File: src/rtl/lrx_pkg.sv
package lrx_pkg;
    parameter int MODE_W = 5;
    parameter int AGG_W  = 16;
    parameter int LANES  = 4;
    parameter int BYTE_W = 8;
    localparam int WORD_W = 2 * AGG_W;
    localparam int CNT_W  = $clog2(BYTE_W);

    typedef enum logic [MODE_W-1:0] {
        RATE_AGG = 5'b10000,
        RATE_Q12 = 5'b01111,
        RATE_Q3  = 5'b00000
    } rate_e;

    typedef enum logic [1:0] {
        SRC_NONE,
        SRC_AGG,
        SRC_QUAD,
        SRC_LOOP
    } src_e;

    typedef struct packed {
        logic              vld;
        logic [BYTE_W-1:0] data;
    } lane_out_t;

    typedef struct packed {
        logic              vld;
        logic [WORD_W-1:0] data;
    } word_out_t;

    function automatic logic rate_legal(input logic [MODE_W-1:0] m);
        return (m == RATE_AGG) || (m == RATE_Q12) || (m == RATE_Q3);
    endfunction

    function automatic src_e pick_src(input logic [MODE_W-1:0] m, input logic lb);
        if (!rate_legal(m))  return SRC_NONE;
        if (lb)              return SRC_LOOP;
        if (m == RATE_AGG)   return SRC_AGG;
        return SRC_QUAD;
    endfunction
endpackage

File: src/rtl/lrx_word_packer.sv
module lrx_word_packer
    import lrx_pkg::*;
(
    input  logic             clk,
    input  logic             rst,
    input  logic             clr,
    input  logic             en,
    input  logic [AGG_W-1:0] in_word,
    input  logic             in_vld,
    output word_out_t        pk_out
);
    logic             phase_q;
    logic [AGG_W-1:0] hold_q;
    word_out_t        out_q;

    always_ff @(posedge clk) begin
        if (rst) begin
            phase_q  <= 1'b0;
            hold_q   <= '0;
            out_q    <= '0;
        end else if (clr) begin
            phase_q   <= 1'b0;
            out_q.vld <= 1'b0;
        end else begin
            out_q.vld <= 1'b0;
            if (en && in_vld) begin
                if (!phase_q) begin
                    hold_q  <= in_word;
                    phase_q <= 1'b1;
                end else begin
                    out_q.data <= {hold_q, in_word};
                    out_q.vld  <= 1'b1;
                    phase_q    <= 1'b0;
                end
            end
        end
    end

    assign pk_out = out_q;

    // a packed word only follows a held first half
    a_r2_pair_before_out: assert property (@(posedge clk) disable iff (rst)
        out_q.vld |-> $past(phase_q));

    // a change cycle leaves the packer at the start of a word
    a_r7_clear_phase: assert property (@(posedge clk) disable iff (rst)
        clr |=> !phase_q && !out_q.vld);
endmodule

File: src/rtl/lrx_bit_deser.sv
module lrx_bit_deser
    import lrx_pkg::*;
(
    input  logic      clk,
    input  logic      rst,
    input  logic      clr,
    input  logic      en,
    input  logic      bit_in,
    input  logic      bit_en,
    output lane_out_t ds_out
);
    logic [CNT_W-1:0]  cnt_q;
    logic [BYTE_W-1:0] sh_q;
    logic [BYTE_W-1:0] sh_next;
    lane_out_t         out_q;

    assign sh_next = {sh_q[BYTE_W-2:0], bit_in};

    always_ff @(posedge clk) begin
        if (rst) begin
            cnt_q <= '0;
            sh_q  <= '0;
            out_q <= '0;
        end else if (clr) begin
            cnt_q     <= '0;
            out_q.vld <= 1'b0;
        end else begin
            out_q.vld <= 1'b0;
            if (en && bit_en) begin
                sh_q <= sh_next;
                if (cnt_q == CNT_W'(BYTE_W - 1)) begin
                    out_q.data <= sh_next;
                    out_q.vld  <= 1'b1;
                    cnt_q      <= '0;
                end else begin
                    cnt_q <= cnt_q + 1'b1;
                end
            end
        end
    end

    assign ds_out = out_q;

    // a byte is released only on the last bit of the count
    a_r4_full_byte: assert property (@(posedge clk) disable iff (rst)
        out_q.vld |-> $past(cnt_q) == CNT_W'(BYTE_W - 1));
endmodule

File: src/rtl/lrx_out_mux.sv
module lrx_out_mux
    import lrx_pkg::*;
(
    input  logic                    clk,
    input  logic                    rst,
    input  logic                    clr,
    input  src_e                    src,
    input  word_out_t               agg_in,
    input  lane_out_t [LANES-1:0]   lane_in,
    input  logic [WORD_W-1:0]       lb_data,
    input  logic [LANES-1:0]        lb_vld,
    output logic [WORD_W-1:0]       out_data,
    output logic [LANES-1:0]        out_valid
);
    logic [WORD_W-1:0] lb_data_q;
    logic [LANES-1:0]  lb_vld_q;
    logic [WORD_W-1:0] quad_data;
    logic [LANES-1:0]  quad_vld;

    always_ff @(posedge clk) begin
        if (rst) begin
            lb_data_q <= '0;
            lb_vld_q  <= '0;
        end else if (src == SRC_LOOP && !clr) begin
            lb_data_q <= lb_data;
            lb_vld_q  <= lb_vld;
        end else begin
            lb_vld_q  <= '0;
        end
    end

    for (genvar g = 0; g < LANES; g++) begin : g_lane
        assign quad_data[g*BYTE_W +: BYTE_W] = lane_in[g].data;
        assign quad_vld[g]                   = lane_in[g].vld;
    end

    always_comb begin
        unique case (src)
            SRC_LOOP: begin
                out_data  = lb_data_q;
                out_valid = lb_vld_q;
            end
            SRC_AGG: begin
                out_data  = agg_in.data;
                out_valid = {LANES{agg_in.vld}};
            end
            SRC_QUAD: begin
                out_data  = quad_data;
                out_valid = quad_vld;
            end
            default: begin
                out_data  = quad_data;
                out_valid = '0;
            end
        endcase
    end
endmodule

File: src/rtl/lrx_line_rx.sv
module lrx_line_rx
    import lrx_pkg::*;
(
    input  logic                  clk,
    input  logic                  rst,
    input  logic [MODE_W-1:0]     mode,
    input  logic                  lpbk,
    input  logic [AGG_W-1:0]      agg_data,
    input  logic                  agg_vld,
    input  logic [LANES-1:0]      ser_bit,
    input  logic [LANES-1:0]      ser_en,
    input  logic [WORD_W-1:0]     lb_data,
    input  logic [LANES-1:0]      lb_vld,
    output logic [WORD_W-1:0]     out_data,
    output logic [LANES-1:0]      out_valid,
    output logic                  mode_err
);
    logic [MODE_W-1:0]    mode_q;
    logic                 lpbk_q;
    logic                 chg;
    src_e                 src;
    word_out_t            agg_out;
    lane_out_t [LANES-1:0] lane_out;

    always_ff @(posedge clk) begin
        if (rst) begin
            mode_q <= RATE_Q3;
            lpbk_q <= 1'b0;
        end else begin
            mode_q <= mode;
            lpbk_q <= lpbk;
        end
    end

    assign chg      = (mode != mode_q) || (lpbk != lpbk_q);
    assign src      = pick_src(mode, lpbk);
    assign mode_err = !rate_legal(mode);

    lrx_word_packer u_pack (
        .clk     (clk),
        .rst     (rst),
        .clr     (chg),
        .en      (src == SRC_AGG),
        .in_word (agg_data),
        .in_vld  (agg_vld),
        .pk_out  (agg_out)
    );

    for (genvar g = 0; g < LANES; g++) begin : g_deser
        lrx_bit_deser u_deser (
            .clk    (clk),
            .rst    (rst),
            .clr    (chg),
            .en     (src == SRC_QUAD),
            .bit_in (ser_bit[g]),
            .bit_en (ser_en[g]),
            .ds_out (lane_out[g])
        );
    end

    lrx_out_mux u_mux (
        .clk       (clk),
        .rst       (rst),
        .clr       (chg),
        .src       (src),
        .agg_in    (agg_out),
        .lane_in   (lane_out),
        .lb_data   (lb_data),
        .lb_vld    (lb_vld),
        .out_data  (out_data),
        .out_valid (out_valid)
    );

    // an illegal mode never lets a strobe out
    a_r1_err_quiet: assert property (@(posedge clk) disable iff (rst)
        mode_err |-> out_valid == '0);

    // aggregate output strobes all lanes together or none
    a_r3_all_lanes: assert property (@(posedge clk) disable iff (rst)
        (mode == RATE_AGG && !lpbk) |-> (out_valid == '0 || out_valid == '1));

    // outputs are quiet right after reset
    a_r8_reset_quiet: assert property (@(posedge clk)
        $past(rst) |-> out_valid == '0);
endmodule

File: config.mk
export PLATFORM = sky130hd
export DESIGN_NAME = lrx_line_rx
export DESIGN_NICKNAME = d
export VERILOG_FILES = /design/src/rtl/lrx_pkg.sv /design/src/rtl/lrx_word_packer.sv /design/src/rtl/lrx_bit_deser.sv /design/src/rtl/lrx_out_mux.sv /design/src/rtl/lrx_line_rx.sv
export SDC_FILE = /design/constraint.sdc
export NUM_CORES = 1
export LEC_CHECK = 0
export ABC_AREA = 1
export BUFFER_PORTS_ARGS = -buffer_cell sky130_fd_sc_hd__buf_4
export CAP_MARGIN = 40
export CORE_ASPECT_RATIO = 1.25
export CORE_MARGIN = 1.5
export CORE_UTILIZATION = 30
export DETAILED_ROUTE_END_ITERATION = 8
export PLACE_DENSITY_LB_ADDON = 0.3
export SETUP_SLACK_MARGIN = 0.1
export SLEW_MARGIN = 10
export SYNTH_ARGS = -nofsm -noshare
export SYNTH_HDL_FRONTEND = slang
export SYNTH_SLANG_ARGS = --single-unit
export TNS_END_PERCENT = 10
File: constraint.sdc
create_clock -name clk -period 1.5 [get_ports clk]
set_input_delay 0.15 -clock clk [delete_from_list [all_inputs] [get_ports clk]]
set_output_delay 0.15 -clock clk [all_outputs]
set_load 0.02 [all_outputs]
==> reports/metrics.yaml <==
clkPwrFrac: 0.483
yosys.area_share.adder: 0.0140
switching_share: 0.229
htreeDepth: 4
switchingPower_mw: 2.27
synthesis.area_sq_um: 7160
max-vdd-ir-drop_uv: 618
power.density_nw_per_um2: 929
combinationalPowerShare: 0.065
p_leak_nw: 4.89
seqPwrFrac: 0.452
p_int_mw: 7.63
grt_max_degree: 64
cts_buffer_depth: 2
cp-end-kind: "flip-flop"
skew_ns: 0.00686
antenna_found_initial: 0
io_pins: 106
synthCells: 1013
worstPathCellList: "inv_1 -> nand2_1 -> nand2_1 -> nor2_2 -> nand3_4 -> buf_12 -> nor3_4 -> buf_12 -> nor2_1 -> nor2_1"
path_class: "flip-flop to flip-flop"
drcViolationCount: 0
worst_pin_slew_ns: 0.332
whs_ns: 0.0531
violations: "negative setup slack"
period_share: 1.07
grt_pass1_wl_microns: 34700
clock_latency_ns: 0.44
yosys_warnings: 0
place_area_sq_um: 8620
drive_above_1_share: 0.295
clkTransAtPathRegs_ns: 0.06
setup_slack_ns: -0.104
die-height_microns: 176
post-route-min-period_ns: 1.60
areaGrowthSynthToFinish_pct: 49.0
hold_viol_final: 0
slew_violations: 0
synth_xor_area_frac: 0.00122
place_inst: 1404
grt_overflow: 0
cts_tree: "done"
yosysTopAreaCell: "dfxtp_1"
track_usage: 0.176
cts_buffers: 17
place_hpwl_microns: 14600
cp_max_fo: 32
post_synth.cell_area_avg_sq_um: 7.07
drt-initial-drc-count: 408
final_nets: 1262
core_area_sq_um: 23600
ys_top_cells_by_area: "dfxtp_1, nand2_1, nor2_1, nand3_1, o21ai_1"
final_area_sq_um: 10700
status: "finished with violations"
fin_cells: 1490
synth-edff-count: 0
grt_pass1_vias: 6900
drv_cap: 0
cts-root-buf: "clkbuf_16"
totalWireLength_microns: 21500
synth-simple-area-share: 0.390
synth_mux_area_frac: 0
yosysMostFrequentCell: "nand2_1"
synth-compound-area-share: 0.0566
diodes: 0
initial_utilization: 0.304
async_flop_share: 0
syn_nets: 1090
fmax_ghz: 0.623
slowest_delay_ns: 0.33
vias: 7145
synth.top_cells.by_count: "nand2_1, nor2_1, dfxtp_1"
dp_slack_ns: -0.164
ys_seq_area_frac: 0.470
firstDrtPassIters: 5
synth_cell_types: 25
viasPerCell: 4.80
setup_viol: 117
dieArea_sq_um: 24800
row_count: 63
synth_top_area_frac: 0.470
die_w_microns: 141
rsz0062_at_grt: "yes"
synth_flop_cell: "dfxtp_1"
numClockSinks: 168
ys_seq_elements: 168
cp_slowest_cell: "dfxtp_1"
gp_congestion: 0.819
wl_per_cell_microns: 14.4
io_buffers: 105
start_kind: "flip-flop"
worstPathArrival_ns: 1.97
synth_top_family_by_area: "simple AND/OR/NAND/NOR gates"
hold_path.class: "input pin to flip-flop"
relSlewSlack: 0.778
ant_nets: 0
required_ns: 1.87
per-stage QoR:
step,TNS [ns],utilization,total power [mW]
2_1_floorplan,0,-,4.77
3_3_place_gp,-17.41,0.366,5.04
3_5_place_dp,-18.73,0.366,5.04
4_1_cts,-4.06,0.441,9.97
5_1_grt,-16.95,0.452,10.2
6_report,-5.31,0.452,9.90
sequential cells by signal, summed over array words and instances (netlist names):
signal and cells:
u_mux.lb_data_q 32, u_pack.phase_q 1, g_deser.u_deser.cnt_q 12, u_pack.pk_out 33
lpbk_q 1, g_deser.u_deser.ds_out 36, mode_q 5, u_mux.lb_vld_q 4
u_pack.hold_q 16, g_deser.u_deser.sh_q 28
cell families (layout without fill, tap and decap cells):
| kind of cell | Yosys count | in the layout |
|---|---|---|
| xor gates and xnor gates | 1 | 1 |
| buffers and inverters | 115 | 300 |
| and+or+nand+nor | 640 | 640 |
| AOI/OAI and AO/OA | 81 | 81 |
| DFF | 168 | 168 |
| adders and majority gates | 8 | 8 |
cells in the final DEF, fill, tap and decap left out, types with 7 or more instances in the layout:
master,count
buf_6,50
clkbuf_16,17
o21ai_1,39
nand3_2,37
buf_4,106
nand3_1,71
nor2_4,13
nand2_2,19
nand3b_1,17
a21oi_1,14
nand2_4,9
nand2_1,199
nor2_1,190
inv_1,41
dfxtp_1,166
nor2_2,22
o21ai_0,17
nor3_1,16
clkinv_4,7
dlygate4sd3_1,40
ha_1,8
buf_12,14
nand4_1,26
nor3_2,13
layer usage:
layer  vias to the layer above  global-route usage  part of all wire
li1                       3627                   -                 -
met1                      3335               0.221              0.45
met2                       152               0.297              0.49
met3                        31              0.0286             0.039
met4                         0              0.0786             0.024
met5                         -                   0                 0
power by group through the flow:
stage               combinational [mW]  sequential (mW)  clock [mW]
floorplan                        0.196             4.58           0
CTS                              0.621             4.48        4.87
global placement                 0.464             4.58           0
finish                           0.642             4.48        4.78
global route                     0.692             4.47        5.04
detailed placement               0.462             4.58           0
critical path, delay by kind of cell, from the launching register on:
family / cells / cell delay [ns]
DFF: 1 / 0.33
buffers and inverters: 3 / 0.45
and+or+nand+nor: 7 / 0.73
final cells by class:
type,count,area (sq um)
fillers,2272,12900
multi-input cells,730,3870
inverters,50,200
clock buffers,17,425
clock inverters,15,220
flip-flops and latches,168,3370
well taps,292,365
repair buffers,218,2210
repair_timing:
action | in CTS | in global routing
endpoints found under the setup margin | 198 | 198
resized for setup | 144 | 75
endpoints found under the hold margin | 42 | 0
pin swaps | 17 | 21
gates cloned | 4 | 2
hold buffers | 40 | 0
buffers inserted | 7 | 1
final timing paths:
check	start	endpoint	slack, ns	cells past startpoint
worst max-delay path	mode_q[0]	u_pack.pk_out[11]	-0.10	10
worst min-delay path	mode[2]	mode_q[2]	0.05	4
worst min register to register	g_deser[2].u_deser.ds_out[1]	g_deser[2].u_deser.ds_out[1]	0.47	2
worst max register to register	mode_q[0]	u_pack.pk_out[11]	-0.10	10
(Power assumes the default switching activity.)
